==> src/rtl/bitlogic_pkg.sv <==
package bitlogic_pkg;
  typedef enum logic [3:0] {
    OP_AND = 4'd0,
    OP_OR  = 4'd1,
    OP_XOR = 4'd2,
    OP_ORN = 4'd3,
    OP_BIC = 4'd4,
    OP_MVN = 4'd5,
    OP_BFC = 4'd6,
    OP_BFI = 4'd7,
    OP_TST = 4'd8
  } logic_op_e;

  localparam int OP_W = 4;
endpackage

==> src/rtl/bitlogic_field_mask.sv <==
module bitlogic_field_mask #(
  parameter int DATA_W = 32,
  parameter int LSB_W  = $clog2(DATA_W),
  parameter int WID_W  = LSB_W + 1
) (
  input  logic [LSB_W-1:0]  fld_lsb,
  input  logic [WID_W-1:0]  fld_width,
  output logic [DATA_W-1:0] mask
);
  localparam int SUM_W = WID_W + 1;

  logic [SUM_W-1:0] lo_ext;
  logic [SUM_W-1:0] hi_excl;

  assign lo_ext  = SUM_W'(fld_lsb);
  assign hi_excl = lo_ext + SUM_W'(fld_width);

  for (genvar i = 0; i < DATA_W; i++) begin : g_bit
    localparam logic [SUM_W-1:0] IDX = SUM_W'(i);
    assign mask[i] = (IDX >= lo_ext) && (IDX < hi_excl);
  end
endmodule

==> src/rtl/bitlogic_core.sv <==
module bitlogic_core
  import bitlogic_pkg::*;
#(
  parameter int DATA_W = 32,
  parameter int LSB_W  = $clog2(DATA_W)
) (
  input  logic [OP_W-1:0]   op_sel,
  input  logic [DATA_W-1:0] src_a,
  input  logic [DATA_W-1:0] src_b,
  input  logic [DATA_W-1:0] dst_old,
  input  logic [DATA_W-1:0] mask,
  input  logic [LSB_W-1:0]  fld_lsb,
  output logic [DATA_W-1:0] result,
  output logic              result_we,
  output logic              op_known,
  output logic              op_test
);
  logic [DATA_W-1:0] placed;

  assign placed = src_a << fld_lsb;

  always_comb begin
    result    = '0;
    result_we = 1'b1;
    op_known  = 1'b1;
    op_test   = 1'b0;
    case (op_sel)
      OP_AND: result = src_a & src_b;
      OP_OR:  result = src_a | src_b;
      OP_XOR: result = src_a ^ src_b;
      OP_ORN: result = src_a | ~src_b;
      OP_BIC: result = src_a & ~src_b;
      OP_MVN: result = {DATA_W{1'b1}} ^ src_b;
      OP_BFC: result = dst_old & ~mask;
      OP_BFI: result = (dst_old & ~mask) | (placed & mask);
      OP_TST: begin
        result    = src_a & src_b;
        result_we = 1'b0;
        op_test   = 1'b1;
      end
      default: begin
        result_we = 1'b0;
        op_known  = 1'b0;
      end
    endcase
  end
endmodule

==> src/rtl/bitlogic_flag_reg.sv <==
module bitlogic_flag_reg #(
  parameter int DATA_W = 32
) (
  input  logic              clk,
  input  logic              rst,
  input  logic              update,
  input  logic [DATA_W-1:0] value,
  output logic              flag_n,
  output logic              flag_z
);
  always_ff @(posedge clk) begin
    if (rst) begin
      flag_n <= 1'b0;
      flag_z <= 1'b0;
    end else if (update) begin
      flag_n <= value[DATA_W-1];
      flag_z <= (value == '0);
    end
  end
endmodule

==> src/rtl/bitlogic_unit.sv <==
module bitlogic_unit
  import bitlogic_pkg::*;
#(
  parameter int DATA_W = 32,
  parameter int LSB_W  = $clog2(DATA_W),
  parameter int WID_W  = LSB_W + 1
) (
  input  logic              clk,
  input  logic              rst,
  input  logic [3:0]        op_sel,
  input  logic              set_flags,
  input  logic [DATA_W-1:0] src_a,
  input  logic [DATA_W-1:0] src_b,
  input  logic [DATA_W-1:0] dst_old,
  input  logic [LSB_W-1:0]  fld_lsb,
  input  logic [WID_W-1:0]  fld_width,
  output logic [DATA_W-1:0] result,
  output logic              result_we,
  output logic              flag_n,
  output logic              flag_z
);
  logic [DATA_W-1:0] mask;
  logic              op_known;
  logic              op_test;
  logic              flag_upd;

  bitlogic_field_mask #(.DATA_W(DATA_W), .LSB_W(LSB_W), .WID_W(WID_W)) u_mask (
    .fld_lsb   (fld_lsb),
    .fld_width (fld_width),
    .mask      (mask)
  );

  bitlogic_core #(.DATA_W(DATA_W), .LSB_W(LSB_W)) u_core (
    .op_sel    (op_sel),
    .src_a     (src_a),
    .src_b     (src_b),
    .dst_old   (dst_old),
    .mask      (mask),
    .fld_lsb   (fld_lsb),
    .result    (result),
    .result_we (result_we),
    .op_known  (op_known),
    .op_test   (op_test)
  );

  assign flag_upd = op_known & (set_flags | op_test);

  bitlogic_flag_reg #(.DATA_W(DATA_W)) u_flags (
    .clk    (clk),
    .rst    (rst),
    .update (flag_upd),
    .value  (result),
    .flag_n (flag_n),
    .flag_z (flag_z)
  );
endmodule

==> config.mk <==
export PLATFORM = sky130hd
export DESIGN_NAME = bitlogic_unit
export DESIGN_NICKNAME = d
export VERILOG_FILES = /design/src/rtl/bitlogic_pkg.sv /design/src/rtl/bitlogic_field_mask.sv /design/src/rtl/bitlogic_core.sv /design/src/rtl/bitlogic_flag_reg.sv /design/src/rtl/bitlogic_unit.sv
export SDC_FILE = /design/constraint.sdc
export NUM_CORES = 1
export LEC_CHECK = 0
export CORE_MARGIN = 4
export CORE_UTILIZATION = 50
export CTS_CLUSTER_SIZE = 16
export DETAILED_ROUTE_END_ITERATION = 6
export PLACE_DENSITY = 0.9
export SETUP_SLACK_MARGIN = 0.1
export SKIP_LAST_GASP = 1
export SLEW_MARGIN = 25
export SYNTH_ARGS = -nofsm -noshare
export SYNTH_HDL_FRONTEND = slang
export SYNTH_HIERARCHICAL = 1
export SYNTH_SLANG_ARGS = --single-unit
==> constraint.sdc <==
create_clock -name clk -period 5.05 [get_ports clk]
set_clock_uncertainty 0.2 [all_clocks]
set_input_delay 0.7575 -clock clk [delete_from_list [all_inputs] [get_ports clk]]
set_output_delay 0.7575 -clock clk [all_outputs]
set_load 0.02 [all_outputs]
# Word-level counts from Yosys, hierarchy flattened
# Cells that the tools add are included.
# W data, S select, Z words.
[classes]
n_addsub = 1
n_lt_le_gt_ge = 64
eq_ne = 8
shifts = 1
mux = 4
bitwise_logic = 12
n_reduce_logical = 37
[op_table]
columns = ["cell", "count"]
rows = [
  ["$pmux W32 S8", 1],
  ["$and A32 B32 Y32", 4],
  ["$lt A5 B7 Y1 const A", 16],
  ["$or A32 B32 Y32", 3],
  ["$ge A5 B5 Y1 const A", 16],
  ["$not A32 Y32", 2],
  ["$lt A4 B7 Y1 const A", 8],
  ["$ge A4 B5 Y1 const A", 8],
  ["$logic_and A1 B1 Y1", 32],
  ["$logic_not A32 Y1", 1],
  ["$shl A32 B5 Y32", 1],
  ["$xor A32 B32 Y32", 1],
  ["$lt A3 B7 Y1 const A", 4],
  ["$ge A3 B5 Y1 const A", 4],
  ["$eq A4 B3 Y1 const B", 4],
  ["$lt A1 B7 Y1 const A", 2],
  ["$lt A2 B7 Y1 const A", 2],
  ["$ge A1 B5 Y1 const A", 2],
  ["$ge A2 B5 Y1 const A", 2],
  ["$reduce_or A9 Y1", 1],
  ["$eq A4 B2 Y1 const B", 2],
  ["$reduce_or A8 Y1", 1],
  ["$add A5 B6 Y7", 1],
  ["$eq A4 B1 Y1 const B", 1],
  ["other kinds (6)", 8],
]
[word_totals]
regBits = 2
in_bits = 114
out_inout_bits = 35

# Longest topological paths before layout
[logic_depth]
depth_word = 8
mapped_depth = 16
mapped_depth_nobuf = 15

# Cells and area by module
# Netlist, hierarchy kept.
[by_module_without_submodules]
columns = ["mod", "instances", "cells_each", "area_each_um2", "seq_area_each_um2"]
rows = [
  ["bitlogic_core", 1, 604, 4250.3, 0.0],
  ["bitlogic_field_mask", 1, 121, 812.0, 0.0],
  ["bitlogic_flag_reg", 1, 18, 138.9, 40.0],
  ["bitlogic_unit", 1, 1, 7.5, 0.0],
]

# Least setup slack after synthesis
# OpenSTA, ideal clock, no wires.
[synth_path]
kind = "input port to flip-flop"
start = "in fld_lsb[0]"
end = "reg u_flags.flag_z"
setup_time_ps = 69
arrival_time_ps = 4066
t_required_ps = 4781
path_slack_ps = 715
path_stages = 15
path_buffers = 1
path_cell_list = "ha_1 fa_1 a21o_2 a21oi_1 xnor2_1 buf_4 nand3_1 a32oi_1 o32ai_1 a311oi_1 nand3_1 nor4_1 nand4_1 or4_1 o21ai_1"
[synth_via]
elab_chain_cells = 8
word_cells_on_any_way = 104
[synth_rtl]
columns = ["element", "line_no", "text"]
rows = [
  ["start: declaration", "bitlogic_unit.sv:15", "input logic [LSB_W-1:0] fld_lsb,"],
  ["$add A5 B6 Y7", "bitlogic_field_mask.sv:16", "assign hi_excl = lo_ext + SUM_W'(fld_width);"],
  ["$lt A5 B7 Y1", "bitlogic_field_mask.sv:20", "assign mask[i] = (IDX >= lo_ext) && (IDX < hi_excl);"],
  ["$logic_and A1 B1 Y1 (*)", "bitlogic_field_mask.sv:20", ""],
  ["via mask[24]", "bitlogic_unit.sv:22", "logic [DATA_W-1:0] mask;"],
  ["$not A32 Y32", "bitlogic_core.sv:34, bitlogic_core.sv:35", ""],
  ["$and A32 B32 Y32", "bitlogic_core.sv:34, bitlogic_core.sv:35", ""],
  ["$or A32 B32 Y32", "bitlogic_core.sv:35", "OP_BFI: result = (dst_old & ~mask) | (placed & mask);"],
  ["$pmux W32 S8 (*)", "bitlogic_core.sv:27", "case (op_sel)"],
  ["via result[24]", "bitlogic_unit.sv:17", "output logic [DATA_W-1:0] result,"],
  ["$logic_not A32 Y1 (*)", "bitlogic_flag_reg.sv:17", "flag_z <= (value == '0);"],
  ["end signal: assignment", "bitlogic_flag_reg.sv:17", ""],
  ["end: declaration", "bitlogic_flag_reg.sv:9", "output logic flag_z"],
]
# The timed path passes the listed nets; every way through them passes the cells marked *.
# A chain may end at the register's enable or synchronous reset.

# Final worst setup path
[layout_path]
start = "in fld_width[0]"
end = "out result[10]"
[layout_via]
elab_chain_cells = 7
word_cells_on_any_way = 8
[layout_rtl]
columns = ["element", "line_no", "text"]
rows = [
  ["start: declaration", "bitlogic_unit.sv:16", "input logic [WID_W-1:0] fld_width,"],
  ["$add A5 B6 Y7 (*)", "bitlogic_field_mask.sv:16", ""],
  ["$lt A4 B7 Y1 (*)", "bitlogic_field_mask.sv:20", ""],
  ["$logic_and A1 B1 Y1 (*)", "bitlogic_field_mask.sv:20", ""],
  ["via mask[10]", "bitlogic_unit.sv:22", ""],
  ["$not A32 Y32", "bitlogic_core.sv:34, bitlogic_core.sv:35", ""],
  ["$and A32 B32 Y32", "bitlogic_core.sv:34, bitlogic_core.sv:35", ""],
  ["$or A32 B32 Y32", "bitlogic_core.sv:35", ""],
  ["$pmux W32 S8 (*)", "bitlogic_core.sv:27", ""],
  ["end: declaration", "bitlogic_unit.sv:17", ""],
]
# Marks and branches as above.

==> impl_metrics.env <==
export IMPL_grt_usage_pct=40.4
export IMPL_drc=0
export IMPL_syn2layout_area_growth_pct=38.7
export IMPL_async_flop_share_pct=0
export IMPL_syn_area_sq_um=5210
export IMPL_path_clk_slew_ns=0.03
export IMPL_finalCriticalPeriod_ns=5.03
export IMPL_maxUsedRoutingLayer="met4"
export IMPL_antennaDiodeCount=0
export IMPL_slew_headroom_pct=43.9
export IMPL_setup_violations_final=0
export IMPL_cp_max_fo=8
export IMPL_worstMarginPinSlew_ns=0.842
export IMPL_wirelength_mm=25.5
export IMPL_whs_ns=0.247
export IMPL_synthTopCellsByCount="nand2_1, o21ai_0, nor2_1"
export IMPL_yosysSeqAreaShare_pct=0.769
export IMPL_die_h_microns=110
export IMPL_required_ns=4.09
export IMPL_start_kind="primary input"
export IMPL_pre_cts_ws_ns=-0.268
export IMPL_root_buffer="clkbuf_8"
export IMPL_htreeDepth=1
export IMPL_power_density_nw_per_um2=134
export IMPL_synth_nets=864
export IMPL_synth_edf_count=0
export IMPL_syn_avg_cell_area_sq_um=7.00
export IMPL_cap_viol_max_count=0
export IMPL_num_vias=7577
export IMPL_status="complete, no violations"
export IMPL_cts_num_sinks=2
export IMPL_min_period_over_period_pct=99.6
export IMPL_drt_iter0_drc=1245
export IMPL_yosys_register_bits=2
export IMPL_antenna_found_initial=0
export IMPL_insertion_delay_ns=0.21
export IMPL_hold_viol=0
export IMPL_hold_buffers=0
export IMPL_nNetsFinal=1022
export IMPL_ant_nets=0
export IMPL_wl_met2_mm=11.0
export IMPL_cts_tree="done"
export IMPL_synth_ff_type="dfxtp_1"
export IMPL_setup_ws_ns=0.0215
export IMPL_grt_pass1_wl_mm=37.9
export IMPL_placementRows=36
export IMPL_grt_pass1_vias=6901
export IMPL_first_pass_iters=6
export IMPL_grt_overflow_total=0
export IMPL_io_pins=149
export IMPL_vdd_drop_max_uv=94.8
export IMPL_dr_wl_met3_mm=4.13
export IMPL_initial_core_util_pct=52.3
export IMPL_synth_warnings=6
export IMPL_clock_fmax_ghz=0.199
export IMPL_drive_above_1_share_pct=18.1
export IMPL_drv_slew=0
export IMPL_leakage_nw=2.71
export IMPL_wl_per_cell_microns=24.7
export IMPL_hold_class="reg -> reg"
export IMPL_power_mw=0.966
export IMPL_die_w_microns=110
export IMPL_m1WireLength_mm=9.22
export IMPL_cts_made_buffers=3
export IMPL_die_area_sq_um=12100
export IMPL_path_class="in -> out"
export IMPL_vias_per_cell=7.33
export IMPL_worstPathArrival_ns=4.07
export IMPL_cp_end_kind="output port"
export IMPL_grt_start_max_net_pins=54
export IMPL_cts_max_path_buffers=2
export IMPL_gp_congestion=1.16
export IMPL_ys_types=71
export IMPL_synthCells=744
export IMPL_synth_top_area_share_pct=13.0
export IMPL_synth_area_leaders="mux4_2, o21ai_0, mux2i_1, nand2_1, nor3b_1"
export IMPL_post_dp_hpwl_mm=19.6
export IMPL_yosysTopAreaCell="mux4_2"
export IMPL_rsz0062_at_grt="yes"
export IMPL_core_area_sq_um=9950
export IMPL_io_buffers=148
## metrics by stage
step,instance area [sq um],utilization [%],TNS (ns),instances
floorplan,5210,-,0,744
global placement,7080,71.2,-0.671,1029
detailed placement,7080,71.2,-1.93,1029
CTS,7120,71.5,-0.182,1032
global route,7220,72.5,-0.103,1033
finish,7220,72.5,0,1033
## critical path: stages
cell             delay (ns)
clkdlybuf4s50_1        0.42
ha_2                   0.20
fa_1                   0.39
a21o_2                 0.24
buf_4                  0.14
nand2_1                0.07
nor2_1                 0.05
a31o_2                 0.32
a221oi_2               0.36
nor3b_1                0.09
a31oi_1                0.18
o211ai_1               0.24
clkdlybuf4s50_1        0.61
## layout make-up
class | count | area, sq um
Clock buffer | 3 | 41.3
Fill cell | 848 | 2730
Inverter | 27 | 101
Multi-Input combinational cell | 647 | 4880
Sequential cell | 2 | 40.0
Tap cell | 133 | 166
Timing Repair Buffer | 221 | 2000
## repair_timing
action | 4_1_cts | 5_1_grt
gates resized for setup | 27 | 32
buffers inserted | 0 | 0
pin swaps | 0 | 8
setup endpoints to repair | 25 | 28
gates cloned | 0 | 1
## final timing paths
check                  from             end  slack, ns  cells after the start
max            fld_width[0]      result[10]       0.02                     13
max reg2reg  u_flags/flag_n  u_flags/flag_n       4.25                      2
min reg2reg  u_flags/flag_z  u_flags/flag_z       0.25                      2
min          u_flags/flag_z  u_flags/flag_z       0.25                      2
## layout by cell type, fill, tap and decap left out, types with 9 or more instances in the layout
| cell type | count |
|---|---|
| xnor2_1 | 20 |
| a31oi_1 | 22 |
| a211oi_1 | 10 |
| a221oi_1 | 17 |
| mux4_2 | 30 |
| nor2_1 | 48 |
| dlygate4sd2_1 | 19 |
| nor2b_1 | 25 |
| o22a_1 | 9 |
| o211ai_1 | 18 |
| a21oi_1 | 22 |
| clkdlybuf4s50_1 | 116 |
| nor3_1 | 10 |
| inv_1 | 27 |
| o32ai_1 | 10 |
| nand2b_1 | 9 |
| nand3_1 | 38 |
| mux2i_1 | 26 |
| o21ai_0 | 65 |
| buf_4 | 71 |
| mux2_2 | 14 |
| nand2_1 | 66 |
| nor3b_1 | 26 |
## power by group
group / switching, mW / internal (mW)
Sequential: 0.000186 / 0.0163
Combinational: 0.500 / 0.386
Clock: 0.0128 / 0.0504
Total: 0.513 / 0.453
## cell families (layout without fill, tap and decap cells)
group	count (synthesis)	after routing	synth area share [%]
AO/OA/AOI/OAI	274	274	37.2
AND/OR/NAND/NOR	273	273	27.4
buffers and inverters	95	251	7.95
multiplexers	70	70	21.0
XOR/XNOR	24	24	4.18
adder cells (fa/ha/maj)	6	6	1.59
flip-flops	2	2	0.769
## state kept, by name, indices dropped and copies added, names as in the netlist
signal	cells
u_flags/flag_z	1
u_flags/flag_n	1
## metal layers
metal  global-route usage (%)  vias up
met2                     62.0      743
met5                        0        -
met3                     11.2      111
li1                         -     3252
met4                     14.5        0
met1                     54.2     3471
(Power assumes the default switching activity.)
